==> config.mk <==
export PLATFORM = sky130hd
export DESIGN_NAME = canWakeCtrl
export DESIGN_NICKNAME = d
export VERILOG_FILES = /design/src/rtl/canWakePkg.sv /design/src/rtl/canWakeCtl.sv /design/src/rtl/canWakeDp.sv /design/src/rtl/canWakeCtrl.sv
export SDC_FILE = /design/constraint.sdc
export NUM_CORES = 1
export LEC_CHECK = 0
export ABC_AREA = 0
export BUFFER_PORTS_ARGS = -buffer_cell sky130_fd_sc_hd__buf_2
export CAP_MARGIN = 10
export CORE_AREA = 2 2 39 41
export DETAILED_ROUTE_END_ITERATION = 7
export DIE_AREA = 0 0 41 43
export PLACE_DENSITY_LB_ADDON = 0.12
export SLEW_MARGIN = 15
export SYNTH_ARGS = -nofsm -noshare
export SYNTH_HDL_FRONTEND = slang
export SYNTH_HIERARCHICAL = 1
export SYNTH_SLANG_ARGS = --single-unit
export TNS_END_PERCENT = 50
==> constraint.sdc <==
create_clock -name clk -period 1.59 [get_ports clk]
set_input_delay 0.318 -clock clk [delete_from_list [all_inputs] [get_ports clk]]
set_output_delay 0.318 -clock clk [all_outputs]
set_load 0.02 [all_outputs]
==> src/rtl/canWakePkg.sv <==
package canWakePkg;
  typedef enum logic [1:0] {
    MODE_RUN   = 2'd0,
    MODE_WAIT  = 2'd1,
    MODE_SLEEP = 2'd2,
    MODE_STOP  = 2'd3
  } pwrMode_t;

  typedef struct packed {
    logic sleepAct;
    logic filtOn;
    logic stopAct;
    logic waitAct;
  } wakeStrb_t;
endpackage

==> src/rtl/canWakeCtl.sv <==
module canWakeCtl
  import canWakePkg::*;
#(
  parameter int IRQ_W = 3
) (
  input  logic             clk,
  input  logic             rstN,
  input  logic [1:0]       modeSel,
  input  logic             filtEn,
  input  logic [IRQ_W-1:0] irqSrc,
  input  logic [IRQ_W-1:0] irqEn,
  output wakeStrb_t        strb,
  output logic             cpuWake
);
  pwrMode_t modeQ;
  logic     anyIrq;

  always_ff @(posedge clk or negedge rstN) begin
    if (!rstN) modeQ <= MODE_RUN;
    else       modeQ <= pwrMode_t'(modeSel);
  end

  always_comb begin
    strb.sleepAct = (modeQ == MODE_SLEEP);
    strb.stopAct  = (modeQ == MODE_STOP);
    strb.waitAct  = (modeQ == MODE_WAIT);
    strb.filtOn   = filtEn && (modeQ == MODE_SLEEP);
    anyIrq        = |(irqSrc & irqEn);
  end

  always_ff @(posedge clk or negedge rstN) begin
    if (!rstN) cpuWake <= 1'b0;
    else       cpuWake <= strb.waitAct && anyIrq;
  end
endmodule

==> src/rtl/canWakeDp.sv <==
module canWakeDp
  import canWakePkg::*;
#(
  parameter int FILT_LEN = 8
) (
  input  logic      clk,
  input  logic      rstN,
  input  wakeStrb_t strb,
  input  logic      rxRaw,
  input  logic      txEngine,
  input  logic      wakeClr,
  output logic      rxSync,
  output logic      txPin,
  output logic      wakeFlag
);
  localparam int CNT_W = (FILT_LEN > 1) ? $clog2(FILT_LEN) : 1;
  localparam logic [CNT_W-1:0] CNT_TOP = CNT_W'(FILT_LEN - 1);

  logic             rxMeta;
  logic [CNT_W-1:0] domCnt;
  logic             lenHit;
  logic             setWake;

  always_ff @(posedge clk or negedge rstN) begin
    if (!rstN) begin
      rxMeta <= 1'b1;
      rxSync <= 1'b1;
    end else begin
      rxMeta <= rxRaw;
      rxSync <= rxMeta;
    end
  end

  assign lenHit = (domCnt == CNT_TOP);

  always_ff @(posedge clk or negedge rstN) begin
    if (!rstN)                          domCnt <= '0;
    else if (!strb.sleepAct || rxSync)  domCnt <= '0;
    else if (!lenHit)                   domCnt <= domCnt + 1'b1;
  end

  always_comb begin
    setWake = strb.sleepAct && !rxSync && (!strb.filtOn || lenHit);
    txPin   = strb.stopAct ? 1'b1 : txEngine;
  end

  always_ff @(posedge clk or negedge rstN) begin
    if (!rstN) wakeFlag <= 1'b0;
    else       wakeFlag <= setWake || (wakeFlag && !wakeClr);
  end
endmodule

==> src/rtl/canWakeCtrl.sv <==
module canWakeCtrl
  import canWakePkg::*;
#(
  parameter int FILT_LEN = 8,
  parameter int IRQ_W    = 3
) (
  input  logic             clk,
  input  logic             rstN,
  input  logic [1:0]       modeSel,
  input  logic             filtEn,
  input  logic             rxRaw,
  input  logic             txEngine,
  input  logic [IRQ_W-1:0] irqSrc,
  input  logic [IRQ_W-1:0] irqEn,
  input  logic             wakeClr,
  output logic             txPin,
  output logic             wakeFlag,
  output logic             cpuWake
);
  wakeStrb_t strb;
  logic      rxSync;

  canWakeCtl #(.IRQ_W(IRQ_W)) u_ctl (
    .clk(clk), .rstN(rstN), .modeSel(modeSel), .filtEn(filtEn),
    .irqSrc(irqSrc), .irqEn(irqEn), .strb(strb), .cpuWake(cpuWake)
  );

  canWakeDp #(.FILT_LEN(FILT_LEN)) u_dp (
    .clk(clk), .rstN(rstN), .strb(strb), .rxRaw(rxRaw),
    .txEngine(txEngine), .wakeClr(wakeClr), .rxSync(rxSync),
    .txPin(txPin), .wakeFlag(wakeFlag)
  );
endmodule

==> results of run 1 <==
## per-layer routing
layer	vias to the layer above	wire [µm]
met5	-	0
met4	0	0
met3	0	44
met2	8	324
met1	126	214
li1	136	-
## where the power goes
group          switching, mW  leakage (nW)  internal (mW)
combinational         0.0222         0.139         0.0273
clock                 0.0697        0.0150         0.0961
sequential           0.00389         0.112          0.241
## cells in the final DEF (no fill, tap or decap)
master and instances:
buf_2 15, dfrtp_1 7, clkbuf_4 3, nor2b_1 3, nor2_1 3, and2_1 2, mux2i_1 2, ha_1 2
dfstp_2 2, clkbuf_1 1, dlygate4sd3_1 1, buf_6 1, and2b_1 1, a222oi_1 1, or2_2 1, inv_1 1
nand2b_1 1, o22ai_1 1, xor2_1 1
## state kept, by name, indices dropped and copies added (netlist names)
register       cells
u_dp/rxSync        1
u_ctl/modeQ        2
u_dp/wakeFlag      1
u_ctl/cpuWake      1
u_dp/domCnt        3
u_dp/rxMeta        1
## cell type report
class	count	area (µm²)
fillers	143	877
flip-flops and latches	9	228
multi-input cells	18	133
repair buffers	17	96.3
clock buffers	4	26.3
well taps	16	20.0
inverters	1	3.75
## worst max-delay path by stage
stage	cells after the start	slack (ns)	end	startpoint
floorplan	2	0.44	txPin	u_ctl/modeQ[1]
global placement	3	0.35	txPin	u_ctl/modeQ[1]
detailed placement	3	0.31	txPin	u_ctl/modeQ[1]
CTS	3	0.03	txPin	u_ctl/modeQ[1]
global route	3	0.0005	txPin	u_ctl/modeQ[1]
finish	3	0.07	txPin	u_ctl/modeQ[1]
## logic make-up (layout without fill, tap and decap cells)
logic type | after synthesis | after routing | synth area share
multiplexers | 2 | 2 | 0.0550
adder cells (fa/ha/maj) | 2 | 2 | 0.0687
flip-flops | 9 | 9 | 0.625
AO/OA/AOI/OAI | 2 | 2 | 0.0447
AND/OR/NAND/NOR | 11 | 11 | 0.172
XOR/XNOR | 1 | 1 | 0.0241
buffers and inverters | 1 | 22 | 0.0103
## repair_timing
item / 4_1_cts / 5_1_grt
endpoints found under the hold margin: 7 / 0
setup endpoints to repair: 0 / 1
buffers inserted: 0 / 0
hold buffers: 1 / 0
gates resized for setup: 0 / 2
==> impl_metrics.tcl, run 1 <==
set metrics [dict create \
    status "finished clean" \
    crit_chain "and2_1 > or2_2 > buf_6" \
    max_freq_mhz 657 \
    rsz0062_at_grt "false" \
    wire_per_inst_um 8.95 \
    use_met2 0.144 \
    cts_htree_levels 1 \
    min_period_ns 1.52 \
    synth_fp_nets 44 \
    arrival_ns 1.21 \
    yosysUniqueCellTypes 14 \
    place_ws_ns 0.313 \
    tns_ns 0 \
    cp_top_family "simple AND/OR/NAND/NOR gates" \
    ant_nets 0 \
    grt_util_all_layers 0.0964 \
    hold_end "u_dp/rxMeta" \
    synth.avg_cell_area_um2 13.0 \
    root_buffer "clkbuf_4" \
    power_density_nw_per_um2 908 \
    clk_pin_slew_ns 0.05 \
    crit_fanout 3 \
    yosysWarnings 6 \
    max_slew_margin 0.823 \
    endpoint_kind "output pin" \
    worst_skew_pair.late_latency_ns 0.25 \
    drt-pass1-iter-count 4 \
    cap_violations 0 \
    core_region_area_um2 1380 \
    synthTopCellsByArea "dfrtp_1, dfstp_2, ha_1" \
    hp-start "rxRaw" \
    fp.dieH_um 43 \
    busiest_layer "met2" \
    cp.required_ns 1.27 \
    start_util 0.263 \
    drive_gt1_frac 0.449 \
    port_buffers 16 \
    clock-sinks 9 \
    die_area_um2 1760 \
    synth_common_cells "dfrtp_1, nor2_1, nor2b_1" \
    fin_util 0.366 \
    vdd_drop_max_v 0.000468 \
    total_power_uw 460 \
    fin_ws_ns 0.0669 \
    gp_congestion 0.649 \
    synth-edff-count 0 \
    layout.nets 66 \
    rrSetupSlack_ns 0.39 \
    wl_um 582 \
    met3_usage 0.0628 \
    via_count 270 \
    ys_seq_area_frac 0.625 \
    r2r_start "u_dp/domCnt[0]" \
    path_buf_inv 1 \
    tightest_slew_ns 0.266 \
    timing_worst_setup_path_type "reg2out" \
    antenna_found_initial 0 \
    start_kind "flop" \
    numCtsBuffers 3 \
    vias_per_cell 4.15 \
    die_w_um 41 \
    synth_ff_type "dfrtp_1" \
    grt-ovfl-total 0 \
    slew_viol_final 0 \
    yosysMostFrequentCell "dfrtp_1" \
    cp_slowest_cell "dfrtp_1" \
    ys_seq_elements 9 \
    ios 17 \
    synth_top_cell_by_area "dfrtp_1" \
    route.detailed.drc 0 \
    finish.instance_area_um2 507 \
    holdPathStages 1 \
    synth.top_cell.area_share 0.481 \
    grtUsageMet1 0.0933 \
    final_cells 65 \
    syn_area_um2 364 \
    reg2reg_to "u_dp/domCnt[0]" \
    hold_viol 0 \
    async_flop_share 1.00 \
    clockBufferDepth 2 \
    fin_crit_sh 0.958 \
    drtIter0Drc 3 \
    antenna-diode-count 0 \
    grt_pass1_vias 306 \
    rows 14 \
    r2r_cells 4 \
    skew_ns 0.00702 \
    grt_pass1_wl_um 1070 \
    place_area_um2 464 \
    leakage_nw 0.266 \
    dp_cells 60 \
    synthCells 28 \
    whs_ns 0.167 \
    syn2layout_area_growth_pct 39.2 \
    hold_class "in2reg" \
    setup_viol 0 \
    slowest_delay_ns 0.37 \
    grt_max_degree 10 \
    cts_tree "built" \
]
No activity file was read; power rests on OpenSTA's default activity.
==> run 2: changes to the inputs <==
==> constraint.sdc (replaced) <==
create_clock -name clk -period 1.84 [get_ports clk]
set_input_delay 0.368 -clock clk [delete_from_list [all_inputs] [get_ports clk]]
set_output_delay 0.368 -clock clk [all_outputs]
set_load 0.05 [all_outputs]
==> impl_metrics.tcl, run 2 (synthesis results as in run 1) <==
set metrics [dict create \
    fin_ws_ns 0.204 \
    top_register "u_dp/domCnt" \
    leakage_nw 0.263 \
    timing_worst_setup_path_type "reg2out" \
    r2r_start "u_dp/domCnt[0]" \
    vias_per_cell 4.15 \
    drive_gt1_frac 0.449 \
    layout_common_cells "buf_2, dfrtp_1, clkbuf_4, nor2b_1, nor2_1" \
    numCtsBuffers 3 \
    layout.nets 66 \
    crit_fanout 3 \
    drt-pass1-iter-count 4 \
    wire_per_inst_um 8.91 \
    cp-startpoint "u_ctl/modeQ[1]" \
    root_buffer "clkbuf_4" \
    tightest_slew_ns 0.266 \
    hold_viol 0 \
    start_kind "flop" \
    wl_um 579 \
    max_slew_margin 0.823 \
    endpoint_kind "output pin" \
    antenna-diode-count 0 \
    antenna_found_initial 0 \
    tns_ns 0 \
    use_met2 0.144 \
    min_period_ns 1.64 \
    via_count 270 \
    vdd_drop_max_v 0.000409 \
    skew_ns 0.00704 \
    clk_pin_slew_ns 0.05 \
    setup_viol 0 \
    worst_skew_pair.late_latency_ns 0.25 \
    drtIter0Drc 3 \
    cap_violations 0 \
    rrSetupSlack_ns 0.64 \
    rsz0062_at_grt "false" \
    largest_register_ffs 3 \
    final_common_cell "buf_2" \
    fp.dieH_um 43 \
    cts_resized 0 \
    post-cts-setup-buffers 0 \
    clockBufferDepth 2 \
    die_w_um 41 \
    hold_class "in2reg" \
    status "finished clean" \
    slew_viol_final 0 \
    arrival_ns 1.27 \
    cts_tree "built" \
    route.detailed.drc 0 \
    ios 17 \
    place_area_um2 464 \
    syn2layout_area_growth_pct 37.5 \
    ant_nets 0 \
    port_buffers 16 \
    grt_pass1_wl_um 1070 \
    gp_congestion 0.649 \
    busiest_layer "met2" \
    start_util 0.263 \
    power_density_nw_per_um2 811 \
    grt_pass1_vias 306 \
    rows 14 \
    finish.instance_area_um2 500 \
    max_freq_mhz 611 \
    clock-sinks 9 \
    total_power_uw 406 \
    core_region_area_um2 1380 \
    hp-start "rxRaw" \
    die_area_um2 1760 \
    cp.required_ns 1.47 \
    grtUsageMet1 0.0933 \
    grt-ovfl-total 0 \
    met3_usage 0.0628 \
    largestRegisters "u_dp/domCnt: 3 flops, u_ctl/modeQ: 2 flops" \
    grt_util_all_layers 0.0964 \
    fin_crit_sh 0.889 \
    place_ws_ns 0.460 \
    grt_max_degree 10 \
    cts_htree_levels 1 \
]
## run 2: cell counts in the layout (fill, tap and decap cells not counted)
Identical to the previous run, type by type.
## run 2: worst paths after layout
path,to,cells past startpoint
worst min register to register,u_dp/rxSync,0
worst max-delay path,txPin,3
min in group asynchronous,u_ctl/cpuWake,2
worst max register to register,u_dp/domCnt[0],4
max in group asynchronous,u_dp/rxSync,2
worst min-delay path,u_dp/rxMeta,1
## run 2: final cells by class
cell class	count	area, µm²
Sequential cell	9	228
Timing Repair Buffer	17	90.1
Fill cell	141	883
Multi-Input combinational cell	18	133
Tap cell	16	20.0
Inverter	1	3.75
Clock buffer	4	26.3
## run 2: critical path: stages (launching register included)
cell     delay (ns)
dfrtp_1        0.37
and2_1         0.15
or2_2          0.28
buf_2          0.21
## run 2: repair_timing
item	in CTS	in global routing
hold endpoints to repair	7	0
hold buffers	1	0
endpoints found under the setup margin	0	0
## run 2: per-layer routing
| metal | vias up | routed length, µm |
|---|---|---|
| li1 | 136 | - |
| met1 | 126 | 212 |
| met2 | 8 | 323 |
| met3 | 0 | 44 |
| met4 | 0 | 0 |
| met5 | - | 0 |
## run 2: power breakdown
| part | total, mW | switching (mW) | internal [mW] |
|---|---|---|---|
| Clock | 0.143 | 0.0603 | 0.0830 |
| Combinational | 0.0509 | 0.0290 | 0.0219 |
| Sequential | 0.212 | 0.00336 | 0.208 |
| Total | 0.406 | 0.0926 | 0.313 |
## run 2: stage by stage
stage          hold WS (ns)  cells  utilization
6_report              0.217     65        0.362
3_5_place_dp          0.228     60        0.335
5_1_grt               0.194     65        0.362
3_3_place_gp          0.225     60        0.335
2_1_floorplan        0.0724     28            -
4_1_cts               0.204     65        0.362
==> run 3: changes to the inputs <==
Settings changed: ABC_AREA 0 to 1.
==> impl_metrics.tcl, run 3 <==
set metrics [dict create \
    clk_pin_slew_ns 0.06 \
    grt-ovfl-total 0 \
    wire_per_inst_um 7.82 \
    max_freq_mhz 618 \
    synth.avg_cell_area_um2 8.68 \
    cap_violations 0 \
    synth_top_cell_by_area "dfrtp_1" \
    synthTopCellsByArea "dfrtp_1, nand2_1, dfstp_2" \
    hold_end "u_dp/rxMeta" \
    postCtsHoldBufs 1 \
    layout.nets 84 \
    drtIter0Drc 2 \
    endpoint_kind "output pin" \
    grt_pass1_wl_um 1110 \
    root_buffer "clkbuf_4" \
    ios 17 \
    setup_viol 0 \
    port_buffers 16 \
    die_w_um 41 \
    tightest_slew_ns 0.249 \
    drt-pass1-iter-count 3 \
    antenna_found_initial 0 \
    rows 14 \
    synth.top_cell.area_share 0.439 \
    reg2reg_to "u_dp/wakeFlag" \
    vias_per_cell 3.89 \
    skew_ns 0.00226 \
    fp.dieH_um 43 \
    route.detailed.drc 0 \
    numCtsBuffers 3 \
    core_region_area_um2 1380 \
    synth_common_cells "nand2_1, inv_1, dfrtp_1" \
    async_flop_share 1.00 \
    dp.final_hpwl_um 501 \
    rsz0062_at_grt "false" \
    fin_util 0.387 \
    largest_register_ffs 3 \
    top_register "u_dp/domCnt" \
    antenna-diode-count 0 \
    leakage_nw 0.313 \
    power_density_nw_per_um2 777 \
    slew_viol_final 0 \
    final_common_cell "nand2_1" \
    yosysMostFrequentCell "nand2_1" \
    ys_seq_area_frac 0.571 \
    syn_area_um2 399 \
    start_kind "flop" \
    clockBufferDepth 2 \
    largestRegisters "u_dp/domCnt: 3 flops, u_ctl/modeQ: 2 flops" \
    cp.required_ns 1.47 \
    hold_class "in2reg" \
    fin_crit_sh 0.879 \
    met1_length_um 287 \
    grt_util_all_layers 0.0993 \
    total_power_uw 416 \
    dr.max_layer_used "met3" \
    max_slew_margin 0.835 \
    vdd_drop_max_v 0.000361 \
    timing_worst_setup_path_type "reg2out" \
    ant_nets 0 \
    holdPathStages 1 \
    cts_tree "built" \
    start_util 0.288 \
    wl_met2_um 295 \
    crit_fanout 4 \
    yosysWarnings 6 \
    gp_congestion 0.614 \
    synth_ff_type "dfrtp_1" \
    ys_seq_elements 9 \
    status "finished clean" \
    grt_max_degree 10 \
    clock-sinks 9 \
    die_area_um2 1760 \
    hp-start "rxRaw" \
    r2r_start "u_dp/domCnt[0]" \
    rrSetupSlack_ns 0.65 \
    hold_viol 0 \
    whs_ns 0.207 \
    r2r_cells 6 \
    arrival_ns 1.25 \
    wl_met3_um 66 \
    syn2layout_area_growth_pct 34.2 \
    cts_htree_levels 1 \
    post-cts-setup-buffers 0 \
    via_count 323 \
    drive_gt1_frac 0.388 \
    synth_fp_nets 62 \
    cts_resized 0 \
    tns_ns 0 \
    layout_common_cells "nand2_1, buf_2, inv_1" \
    worst_skew_pair.late_latency_ns 0.26 \
    synthCells 46 \
    wl_um 649 \
    synth-edff-count 0 \
    grt_pass1_vias 284 \
    min_period_ns 1.62 \
    yosysUniqueCellTypes 12 \
]
run 3: logic make-up (layout without fill, tap and decap cells):
logic type      after synthesis  after routing  share of synthesized area
compound gates                2              2                     0.0251
fa+ha+maj                     2              2                     0.0627
buf+inv                       9             30                     0.0846
flops                         9              9                      0.571
simple gates                 24             24                      0.257
run 3: how the worst max path moves through the flow:
stage                    from     to  slack (ns)  cells past startpoint
4_1_cts        u_ctl/modeQ[1]  txPin        0.20                      4
3_3_place_gp   u_ctl/modeQ[1]  txPin        0.50                      4
3_5_place_dp   u_ctl/modeQ[1]  txPin        0.50                      4
5_1_grt        u_ctl/modeQ[1]  txPin        0.16                      4
2_1_floorplan  u_ctl/modeQ[1]  txPin        0.58                      3
6_report       u_ctl/modeQ[1]  txPin        0.22                      4
run 3: final cells by class:
type	count	area (µm²)
inverter	9	33.8
tap	16	20.0
multi-input combinational	28	138
timing repair buffer	17	90.1
clock buffer	4	26.3
sequential	9	228
fill	157	848
run 3: stage by stage:
stage                     area [µm²]  cells  setup slack, ns
final                            536     83            0.223
after global routing             536     83            0.160
after CTS                        536     83            0.204
after detailed placement         499     78            0.495
after global placement           499     78            0.497
after floorplan                  399     46            0.582
run 3: per-layer routing:
layer	up-vias	global-route usage
met2	11	0.141
met1	133	0.116
li1	179	-
met5	-	0
met3	0	0.0942
met4	0	0
run 3: power by group:
| part | switching [mW] | internal [mW] |
|---|---|---|
| clock | 0.0666 | 0.0834 |
| sequential | 0.00439 | 0.208 |
| combinational | 0.0322 | 0.0215 |
run 3: worst max-delay path, stage by stage (launching register included):
cell,delay (ns)
dfrtp_1,0.40
nand2_1,0.08
inv_1,0.03
or2_2,0.27
buf_2,0.21
